<file path="src/rtl/intdec_pkg.sv">
package intdec_pkg;
  localparam logic [6:0] OPC_REG   = 7'b0110011;
  localparam logic [6:0] OPC_IMM   = 7'b0010011;
  localparam logic [6:0] OPC_UPPER = 7'b0110111;

  localparam logic [6:0] F7_BASE = 7'b0000000;
  localparam logic [6:0] F7_ALT  = 7'b0100000;

  typedef enum logic [3:0] {
    ALU_ADD, ALU_SUB, ALU_OR, ALU_XOR, ALU_AND,
    ALU_SLL, ALU_SRL, ALU_SRA, ALU_PASS
  } alu_op_e;

  typedef enum logic [1:0] {
    IMM_NONE, IMM_SEXT, IMM_ZEXT, IMM_UPPER
  } imm_kind_e;
endpackage

</file>
<file path="src/rtl/intdec_ctrl.sv">
module intdec_ctrl
  import intdec_pkg::*;
(
  input  logic [31:0] instr,
  output alu_op_e     op,
  output imm_kind_e   imm_kind,
  output logic        bad
);
  logic [6:0] opc;
  logic [2:0] f3;
  logic [6:0] f7;

  assign opc = instr[6:0];
  assign f3  = instr[14:12];
  assign f7  = instr[31:25];

  always_comb begin
    op       = ALU_PASS;
    imm_kind = IMM_NONE;
    bad      = 1'b1;
    unique case (opc)
      OPC_REG: begin
        case (f3)
          3'b000: begin
            if (f7 == F7_BASE)     begin op = ALU_ADD; bad = 1'b0; end
            else if (f7 == F7_ALT) begin op = ALU_SUB; bad = 1'b0; end
          end
          3'b110: if (f7 == F7_BASE) begin op = ALU_OR;  bad = 1'b0; end
          3'b100: if (f7 == F7_BASE) begin op = ALU_XOR; bad = 1'b0; end
          3'b001: if (f7 == F7_BASE) begin op = ALU_SLL; bad = 1'b0; end
          3'b101: begin
            if (f7 == F7_BASE)     begin op = ALU_SRL; bad = 1'b0; end
            else if (f7 == F7_ALT) begin op = ALU_SRA; bad = 1'b0; end
          end
          default: ;
        endcase
      end
      OPC_IMM: begin
        case (f3)
          3'b000: begin op = ALU_ADD; imm_kind = IMM_SEXT; bad = 1'b0; end
          3'b111: begin op = ALU_AND; imm_kind = IMM_ZEXT; bad = 1'b0; end
          3'b110: begin op = ALU_OR;  imm_kind = IMM_ZEXT; bad = 1'b0; end
          default: ;
        endcase
      end
      OPC_UPPER: begin op = ALU_PASS; imm_kind = IMM_UPPER; bad = 1'b0; end
      default: ;
    endcase
  end
endmodule

</file>
<file path="src/rtl/intdec_immgen.sv">
module intdec_immgen
  import intdec_pkg::*;
#(
  parameter int XLEN        = 32,
  parameter int SHORT_W     = 12,
  parameter int LONG_W      = 20,
  parameter int UPPER_SHIFT = 16
) (
  input  logic [31:0]     instr,
  input  imm_kind_e       kind,
  input  logic [XLEN-1:0] reg_val,
  output logic [XLEN-1:0] operand
);
  localparam int SHORT_LSB = 32 - SHORT_W;
  localparam int LONG_LSB  = 32 - LONG_W;

  logic [SHORT_W-1:0] short_f;
  logic [LONG_W-1:0]  long_f;
  logic [XLEN-1:0]    sext_v, zext_v, upper_v;

  assign short_f = instr[31:SHORT_LSB];
  assign long_f  = instr[31:LONG_LSB];
  assign sext_v  = {{(XLEN-SHORT_W){short_f[SHORT_W-1]}}, short_f};
  assign zext_v  = {{(XLEN-SHORT_W){1'b0}}, short_f};
  assign upper_v = {{(XLEN-LONG_W){1'b0}}, long_f} << UPPER_SHIFT;

  always_comb begin
    case (kind)
      IMM_SEXT:  operand = sext_v;
      IMM_ZEXT:  operand = zext_v;
      IMM_UPPER: operand = upper_v;
      default:   operand = reg_val;
    endcase
  end
endmodule

</file>
<file path="src/rtl/intdec_alu.sv">
module intdec_alu
  import intdec_pkg::*;
#(
  parameter int XLEN = 32
) (
  input  alu_op_e         op,
  input  logic [XLEN-1:0] a,
  input  logic [XLEN-1:0] b,
  output logic [XLEN-1:0] y
);
  localparam int SH_W = $clog2(XLEN);

  logic [SH_W-1:0] sh;
  assign sh = b[SH_W-1:0];

  always_comb begin
    case (op)
      ALU_ADD:  y = a + b;
      ALU_SUB:  y = a - b;
      ALU_OR:   y = a | b;
      ALU_XOR:  y = a ^ b;
      ALU_AND:  y = a & b;
      ALU_SLL:  y = a << sh;
      ALU_SRL:  y = a >> sh;
      ALU_SRA:  y = XLEN'($signed(a) >>> sh);
      default:  y = b;
    endcase
  end
endmodule

</file>
<file path="src/rtl/intdec_exec.sv">
module intdec_exec
  import intdec_pkg::*;
#(
  parameter int XLEN  = 32,
  parameter int IDX_W = 5
) (
  input  logic [31:0]      instr,
  input  logic [XLEN-1:0]  rs1_val,
  input  logic [XLEN-1:0]  rs2_val,
  output logic [IDX_W-1:0] rs1_idx,
  output logic [IDX_W-1:0] rs2_idx,
  output logic [IDX_W-1:0] rd_idx,
  output logic             wr_en,
  output logic [XLEN-1:0]  result,
  output logic             illegal
);
  alu_op_e         op;
  imm_kind_e       kind;
  logic            bad;
  logic [XLEN-1:0] opnd_b, alu_y;

  assign rd_idx  = instr[7 +: IDX_W];
  assign rs1_idx = instr[15 +: IDX_W];
  assign rs2_idx = instr[20 +: IDX_W];

  intdec_ctrl u_ctrl (
    .instr    (instr),
    .op       (op),
    .imm_kind (kind),
    .bad      (bad)
  );

  intdec_immgen #(.XLEN(XLEN)) u_imm (
    .instr   (instr),
    .kind    (kind),
    .reg_val (rs2_val),
    .operand (opnd_b)
  );

  intdec_alu #(.XLEN(XLEN)) u_alu (
    .op (op),
    .a  (rs1_val),
    .b  (opnd_b),
    .y  (alu_y)
  );

  assign illegal = bad;
  assign wr_en   = !bad && (rd_idx != '0);
  assign result  = bad ? '0 : alu_y;
endmodule

</file>
<file path="config.mk">
export PLATFORM = sky130hd
export DESIGN_NAME = intdec_exec
export DESIGN_NICKNAME = d
export VERILOG_FILES = /design/src/rtl/intdec_pkg.sv /design/src/rtl/intdec_ctrl.sv /design/src/rtl/intdec_immgen.sv /design/src/rtl/intdec_alu.sv /design/src/rtl/intdec_exec.sv
export SDC_FILE = /design/constraint.sdc
export NUM_CORES = 1
export LEC_CHECK = 0
export ABC_AREA = 1
export CAP_MARGIN = 30
export CORE_ASPECT_RATIO = 1.2
export CORE_MARGIN = 2
export CORE_UTILIZATION = 33
export DETAILED_ROUTE_END_ITERATION = 8
export DONT_BUFFER_PORTS = 1
export PLACE_DENSITY = 0.5
export SLEW_MARGIN = 10
export SYNTH_ARGS = -nofsm -noshare
export SYNTH_HDL_FRONTEND = slang
export SYNTH_SLANG_ARGS = --single-unit
</file>
<file path="constraint.sdc">
create_clock -name vclk -period 7
set_clock_uncertainty 0.2 [all_clocks]
set_input_delay 1.05 -clock vclk [all_inputs]
set_output_delay 1.05 -clock vclk [all_outputs]
set_load 0.005 [all_outputs]
</file>
==> results of run 1 <==
## final timing paths
check / cells after the start / from / end / slack [ns]
worst min-delay path: 0 / instr[16] / rs1_idx[1] / 1.90
worst max-delay path: 29 / instr[12] / result[18] / 0.41
## synthesized netlist by cell type, types with 16 or more instances
master and count:
o211ai_1 29, o21ai_1 37, clkbuf_1 31, xor2_1 30
nor2_1 143, nand2_1 532, ha_1 94, inv_1 166
o21ai_0 97, nand3_1 332, nand4_1 33, buf_2 30
nor2_2 16, buf_4 21, a21oi_1 108
## kinds of logic (layout without fill, tap and decap cells)
kind of cell | Yosys count | count (layout)
XOR/XNOR | 32 | 32
AO/OA/AOI/OAI | 308 | 308
AND/OR/NAND/NOR | 1121 | 1121
adder cells (fa/ha/maj) | 95 | 95
buffers and inverters | 283 | 225
## area by class of cell
type                            count  area (sq um)
Fill cell                        3382         18350
Multi-Input combinational cell   1556          8174
Inverter                          183         686.9
Tap cell                          379         474.2
Timing Repair Buffer               42         315.3
## worst max-delay path, delay by kind of cell
kind / cells / cell delay, ns
simple gates: 18 / 2.48
compound gates: 4 / 0.57
fa+ha+maj: 1 / 0.31
xor+xnor: 2 / 0.33
buf+inv: 4 / 0.59
## power by group through the flow
stage / clock network, mW / registers [mW] / logic, mW
2_1_floorplan: 0 / 0 / 0.399
3_3_place_gp: 0 / 0 / 0.531
3_5_place_dp: 0 / 0 / 0.533
4_1_cts: 0 / 0 / 0.534
5_1_grt: 0 / 0 / 0.608
6_report: 0 / 0 / 0.546
## metal layers
metal / GRT usage [%] / share of wire [%] / up-vias / wire, um
li1: - / - / 6021 / -
met1: 37.09 / 41 / 5773 / 18420
met2: 52.59 / 48 / 534 / 21770
met3: 3.250 / 6.7 / 96 / 3050
met4: 10.74 / 4.6 / 0 / 2103
met5: 0 / 0 / - / 0
## through the flow
step                hold slack (ns)  power, mW  cells  utilization [%]
global route                  1.900     0.6078   2160            34.47
floorplan                     1.981     0.3988   1839                -
global placement              1.900     0.5313   2160            34.47
finish                        1.900     0.5455   2160            34.47
detailed placement            1.900     0.5327   2160            34.47
CTS                           1.900     0.5345   2160            34.47
## layout by cell type (no fill, tap or decap), types with 8 or more instances in the layout
cell,netlist,final
inv_1,166,166
xor2_1,30,30
buf_4,21,42
nand2_1,532,530
ha_1,94,94
inv_2,15,16
nor2_2,16,17
nor3_1,15,15
or2_2,10,10
o211ai_1,29,29
nand2_2,13,15
nand3_1,332,332
nand4_1,33,33
a21oi_1,108,108
o21ai_1,37,38
nor2_1,143,142
a31oi_1,8,8
o21ai_0,97,96
==> out/results.txt, run 1 <==
fmax - 151.8 MHz
synth warn - 0
Setup Fix Bufs, Post-CTS - 0
Initial Util - 33.67%
setup tns final - 0 ns
area of the mapped netlist - 9428 sq um
Post-Syn Area per Cell - 5.127 sq um
dpl cell area - 9651 sq um
post-synthesis xor/xnor area fraction - 2.973%
Synth Instances - 1839
GP Congestion - 0.9804
die area - 29940 sq um
sequential area share after synthesis - 0%
switching fraction of total power - 70.35%
Cell Rows - 67
first-pass GRT wire length - 68880 um
hold crit path type - in2out
# DRC - 0
Compound-Gate Fraction of Synth Area - 18.21%
Final Max Slew Viols - 0
clock share of power - 0%
syn_nets - 2030
VDD IR max - 0.02296 mV
CP required - 5.75 ns
crit-path max FO - 19
layout cells sized above 1 - 6.850%
fin crit share - 94.09%
via count of the routed design - 12.42k
final hold violations - 0
crit-path max cell delay - 0.40 ns
status - complete, no violations
Vias/cell - 5.752
hpwl dp - 37280 um
Total GRT Usage - 29.82%
PD cells - 56.53 nW/um^2
FFs & Latches - 0
type of origin of the critical path - input pin
min cycle time layout - 6.586 ns
core footprint - 28000 sq um
Clock buffer cells - 0
worst slew pin tran - 0.9340 ns
P_int - 161.7 uW
multiplexer share of the synthesized area - 0%
nets - 1974
number of DRC markers in iteration 0 - 1315
main combinational cell family by area after synthesis - simple AND/OR/NAND/NOR gates
LEAKAGE - 4.967 nW
crit path DAT - 5.34 ns
adder and majority cell fraction of the synthesized area - 12.69%
Slowest-stage cell, CP - nor3_1
Flop pwr share - 0%
Unique masters post-synth - 48
crit end category - output port
Post-CTS Resized - 0
FF+latch area - 0 sq um
initial antenna violation count - 0
fin area - 9651 sq um
die width - 158.3 um
ANT cells - 0
Detailed Routing Iterations Pass 1 - 6
Detail Route Antenna Nets - 0
pre-CTS WS - 0.3546 ns
Total Routed Length - 45340 um
PortBufs - 0
average routed wire per standard cell - 20.99 um
P_sw - 383.8 uW
Rel. slew slack - 37.66%
GRT overflow - 0
Crit Path Class - in2out
Post-CTS Hold Buffers - 0
MaxCap Viol Count - 0
number of global-route vias before repair - 11.96k
Final WS setup - 0.4135 ns
largest net degree at the start of global routing - 72
combinational share of power - 100.0%
largest area contributor in the netlist - nand2_1
RSZ-0062 raised after global routing - false
Synth top area share - 21.18%
Synth Area in Simple Gates - 52.75%
Die Y - 189.2 um
synthesis-to-layout area growth - 2.362%
top area cells in the synthesized netlist - nand2_1 21%, nand3_1 18%, ha_1 12%
# setup viols final - 0
IO Pins - 145
(Power assumes the default switching activity.)
==> run 2: changes to the inputs <==
--- a/config.mk
+++ b/config.mk
@@ -5,7 +5,6 @@
 export SDC_FILE = /design/constraint.sdc
 export NUM_CORES = 1
 export LEC_CHECK = 0
-export ABC_AREA = 1
 export CAP_MARGIN = 30
 export CORE_ASPECT_RATIO = 1.2
 export CORE_MARGIN = 2
==> out/results.txt, run 2 <==
Total Power - 663.5 uW (+22%)
Hold EP - rs1_idx[4]
via count of the routed design - 12.05k (-3.0%)
Synth Instances - 1426 (-22%)
# setup viols final - 0 (unchanged)
Synth top area share - 12.50% (-8.7 points)
top area cells in the synthesized netlist - ha_1 12%, mux2i_1 11%, nand2_1 7.6%
Final Max Slew Viols - 0 (unchanged)
crit end category - output port
initial antenna violation count - 0 (unchanged)
final hold violations - 0 (unchanged)
dpl cells - 1848 (-14%)
GP Congestion - 0.9986 (+1.9%)
sequential area share after synthesis - 0% (unchanged)
min cycle time layout - 6.760 ns (+0.1739 ns)
MaxCap Viol Count - 0 (unchanged)
VDD IR max - 0.02760 mV (+20%)
# DRC - 0 (unchanged)
RSZ-0062 raised after global routing - true
IO Pins - 145 (unchanged)
Unique masters post-synth - 91 (+90%)
status - complete, no violations
layout cells sized above 1 - 15.35% (+8.5 points)
crit-path max FO - 5 (-14)
number of DRC markers in iteration 0 - 1531 (+16%)
synthesis-to-layout area growth - 13.31%
syn_nets - 1617 (-20%)
PortBufs - 0 (unchanged)
Vias/cell - 6.512 (+13%)
top cells by count, synth - 191 x nand2_1, 120 x a21oi_1, 103 x mux2i_1
worst slew pin tran - 0.8545 ns (-0.07955 ns)
Filler cells - 3129 (-7.5%)
hold depth - 0 (unchanged)
Final WS setup - 0.2396 ns (-0.1739 ns)
ANT cells - 0 (unchanged)
area of the mapped netlist - 9410 sq um (-0.19%)
nets - 1665 (-16%)
first-pass GRT wire length - 75250 um (+9.2%)
Final Util - 38.08% (+3.6 points)
highest-count cells in the layout ignoring fill and taps - 190 x nand2_1, 155 x buf_4, 117 x a21oi_1
Finished Layout Cells - 1851 (-14%)
HP Start - instr[19]
top-count cell post-synth - nand2_1
FFs & Latches - 0 (unchanged)
Detail Route Antenna Nets - 0 (unchanged)
average routed wire per standard cell - 28.30 um (+35%)
fmax - 147.9 MHz (-2.6%)
Total GRT Usage - 33.63% (+3.8 points)
Post-Syn Area per Cell - 6.599 sq um (+29%)
Detailed Routing Iterations Pass 1 - 8 (+2)
Crit Path Class - in2out
FF+latch area - 0 sq um (unchanged)
die area - 29890 sq um (-0.18%)
Initial Util - 33.61% (-0.063 points)
CP required - 5.75 ns (about the same)
Total Routed Length - 52390 um (+16%)
Rel. slew slack - 42.43% (+4.8 points)
synth warn - 0 (unchanged)
PD cells - 62.23 nW/um^2 (+10%)
Post-CTS Hold Buffers - 0 (unchanged)
largest area contributor in the netlist - ha_1
fin crit share - 96.58% (+2.5 points)
pre-CTS WS - 0.006769 ns (-0.3478 ns)
crit path DAT - 5.51 ns (+0.17 ns)
largest net degree at the start of global routing - 65 (-9.7%)
core footprint - 28000 sq um (unchanged)
type of origin of the critical path - input pin
commonest non-fill, non-tap cell in the layout - nand2_1
hpwl dp - 42650 um (+14%)
number of global-route vias before repair - 11.38k (-4.8%)
hold crit path type - in2out
Die Y - 189.0 um (about the same)
LEAKAGE - 4.563 nW (-8.1%)
Cell Rows - 67 (unchanged)
Clock buffer cells - 0 (unchanged)
setup tns final - 0 ns (unchanged)
GRT overflow - 0 (unchanged)
die width - 158.2 um (about the same)
## run 2: cell families (layout without fill, tap and decap cells)
group / count (synthesis) / after routing / share of synthesized area [%]
adder cells (fa/ha/maj): 95 / 95 / 12.71
AND/OR/NAND/NOR: 458 / 458 / 22.26
XOR/XNOR: 61 / 61 / 5.677
multiplexers: 128 / 128 / 14.03
AO/OA/AOI/OAI: 495 / 495 / 36.01
buffers and inverters: 189 / 235 / 9.321
## run 2: worst max-delay path by stage
stage / startpoint / end / slack (ns) / depth (start not counted)
after floorplan: instr[25] / result[28] / 0.02 / 21
after global placement: instr[14] / result[28] / 0.06 / 21
after detailed placement: instr[14] / result[28] / 0.007 / 24
after CTS: instr[25] / result[29] / 0.06 / 23
after global routing: instr[6] / result[28] / -0.01 / 25
final: instr[25] / result[19] / 0.24 / 23
## run 2: routing by layer
layer / global-route usage, % / vias up / routed length (um)
met5: 0 / - / 0
met4: 16.84 / 0 / 3142
met3: 4.692 / 155 / 4491
met2: 53.46 / 784 / 23480
met1: 44.17 / 5672 / 21280
li1: - / 5442 / -
## run 2: what timing repair did
| item | in CTS | in global routing |
|---|---|---|
| setup endpoints to repair | 1 | 14 |
| gates resized for setup | 1 | 22 |
| pin swaps | 0 | 8 |
| setup buffers | 0 | 3 |
## run 2: where the power goes
group	total [mW]	internal, mW	switching, mW
Combinational	0.664	0.254	0.410
Sequential	0	0	0
Clock	0	0	0
Total	0.664	0.254	0.410
## run 2: worst max-delay path, stage by stage
cell	delay (ns)
nor4_2	0.31
buf_4	0.21
nand4_1	0.20
o32ai_4	0.38
nor3_4	0.09
and2_1	0.18
buf_4	0.16
a21o_1	0.16
xnor2_1	0.13
ha_1	0.36
o211ai_1	0.16
a2111oi_2	0.38
o21ai_1	0.13
buf_4	0.16
a21oi_1	0.11
buf_4	0.16
o21ai_0	0.10
a21oi_1	0.25
a31oi_1	0.14
xnor2_1	0.18
nand2_1	0.10
a32oi_2	0.25
buf_4	0.16
## run 2: area by class of cell
class,instances,area [sq um],area share [%]
Multi-Input combinational cell,1237,8688,81.48
Timing Repair Buffer,157,1195,11.21
Tap cell,379,474.2,4.447
Inverter,78,305.3,2.863
## run 2: stage by stage
step | hold WS [ns] | instance area [sq um]
global placement | 1.900 | 10540
floorplan | 1.981 | 9410
global route | 1.900 | 10660
detailed placement | 1.900 | 10540
CTS | 1.900 | 10540
finish | 1.900 | 10660
==> run 3: changes to the inputs <==
==> constraint.sdc (replaced) <==
create_clock -name vclk -period 7
set_clock_uncertainty 0.2 [all_clocks]
set_input_delay 0.7 -clock vclk [all_inputs]
set_output_delay 0.7 -clock vclk [all_outputs]
set_load 0.005 [all_outputs]
==> out/results.txt, run 3 (same netlist as run 2, synthesis figures left out) <==
Detail Route Antenna Nets - 0 (unchanged)
ANT cells - 0 (unchanged)
crit-path cells - nor3b_2, nand2_1, nor2_2, buf_4, nand2_1, a21oi_1, inv_1, a21o_1, xnor2_1, ha_1, o211ai_1, a2111oi_0, o21ai_0, a21oi_2, a2111oi_0, nor3_1, a31o_2, xor2_1, nand2_1, a32oi_1, buf_4
hold depth - 0 (unchanged)
IO Pins - 145 (unchanged)
met2 Usage GRT - 52.12% (-1.3 points)
commonest non-fill, non-tap cell in the layout - nand2_1
Final Max Slew Viols - 0 (unchanged)
Vias/cell - 6.617 (+1.6%)
GRT overflow - 0 (unchanged)
layout cells sized above 1 - 9.907% (-5.4 points)
Total GRT Usage - 32.98% (-0.65 points)
crit-path max FO - 9 (+4)
# setup viols final - 0 (unchanged)
Initial Util - 33.61% (unchanged)
nets - 1586 (-4.7%)
number of global-route vias before repair - 11.17k (-1.8%)
Slowest-stage cell, CP - a2111oi_0
FF+latch area - 0 sq um (unchanged)
core footprint - 28000 sq um (unchanged)
Crit Path Class - in2out
hold crit path type - in2out
crit path DAT - 5.82 ns (+0.31 ns)
Clock buffer cells - 0 (unchanged)
fin crit share - 96.03% (-0.54 points)
worst slew pin tran - 0.8629 ns (+0.008475 ns)
final hold violations - 0 (unchanged)
Filler cells - 3131 (+0.064%)
type of origin of the critical path - input pin
hpwl dp - 41410 um (-2.9%)
FFs & Latches - 0 (unchanged)
status - complete, no violations
final hold slack - 1.200 ns (-0.7000 ns)
crit end category - output port
Top Usage Layer GRT - met2
via count of the routed design - 11.73k (-2.7%)
met3 usage - 6.226% (+1.5 points)
initial antenna violation count - 1 (+1)
number of DRC markers in iteration 0 - 1330 (-13%)
average routed wire per standard cell - 28.79 um (+1.7%)
die width - 158.2 um (unchanged)
Detailed Routing Iterations Pass 1 - 6 (-2)
VDD IR max - 0.04842 mV (+75%)
CP required - 6.10 ns (+0.35 ns)
met1 GRT Util - 42.84% (-1.3 points)
dominant cell type by count on the critical path - nand2_1
setup tns final - 0 ns (unchanged)
synthesis-to-layout area growth - 5.890%
largest net degree at the start of global routing - 65 (unchanged)
die area - 29890 sq um (unchanged)
fmax - 148.8 MHz (+0.56%)
LEAKAGE - 4.157 nW (-8.9%)
Final WS setup - 0.2776 ns (+0.03796 ns)
Rel. slew slack - 40.82% (-1.6 points)
PD cells - 61.97 nW/um^2 (-0.41%)
PortBufs - 0 (unchanged)
Crit path max-delay family - compound AO/OA/AOI/OAI gates
Buf/Inv on CP - 3 (-2)
GP Congestion - 1.051 (+5.3%)
Post-CTS Hold Buffers - 0 (unchanged)
Die Y - 189.0 um (unchanged)
highest-count cells in the layout ignoring fill and taps - 191 x nand2_1, 116 x a21oi_1, 103 x mux2i_1
HP Start - instr[17]
first-pass GRT wire length - 74040 um (-1.6%)
RSZ-0062 raised after global routing - false
min cycle time layout - 6.722 ns (-0.03795 ns)
pre-CTS WS - -0.05108 ns (-0.05785 ns)
crit-path max cell delay - 0.41 ns (+0.03 ns)
area of the multi-input gates - 8602 sq um (-0.99%)
MaxCap Viol Count - 0 (unchanged)
Hold EP - rs1_idx[2]
Total Routed Length - 51010 um (-2.6%)
# DRC - 0 (unchanged)
Cell Rows - 67 (unchanged)
## run 3: layout make-up
| type | instances | share of cell area (%) |
|---|---|---|
| Timing Repair Buffer | 78 | 5.851 |
| Inverter | 78 | 3.064 |
| Tap cell | 379 | 4.759 |
| Multi-Input combinational cell | 1237 | 86.33 |
## run 3: per-stage QoR
stage                     utilization (%)  std cells  power [mW]  cell area [sq um]
after floorplan                         -       1426      0.4398               9410
after global placement              35.49       1770      0.5960               9937
after detailed placement            35.51       1771      0.5944               9942
after CTS                           35.53       1771      0.5974               9947
after global routing                35.59       1772      0.6586               9965
final                               35.59       1772      0.6175               9965
## run 3: timing repair
action                                  CTS  global route
pin swaps                                 0             1
endpoints found under the hold margin     0             0
gates resized for setup                   2             3
setup buffers                             0             1
endpoints found under the setup margin    3             9
## run 3: layer usage
metal / part of all wire [%] / wire (um) / up-vias
met2: 44 / 22410 / 753
met1: 40 / 20330 / 5544
met5: 0 / 0 / -
met3: 9.9 / 5070 / 172
met4: 6.3 / 3202 / 0
li1: - / - / 5257
## run 3: how the worst max path moves through the flow
stage                   start    endpoint  slack [ns]  cells after the start
finish               instr[6]  result[25]        0.28                     21
global route        instr[13]  result[25]        0.04                     23
CTS                  instr[6]  result[25]         0.1                     23
detailed placement   instr[6]  result[25]       -0.05                     23
floorplan           instr[25]  result[28]        0.72                     21
global placement     instr[6]  result[25]       0.001                     23
## run 3: power by group
group / total, mW / internal (mW) / switching [mW]
sequential: 0 / 0 / 0
combinational: 0.618 / 0.218 / 0.399
clock: 0 / 0 / 0
total: 0.618 / 0.218 / 0.399
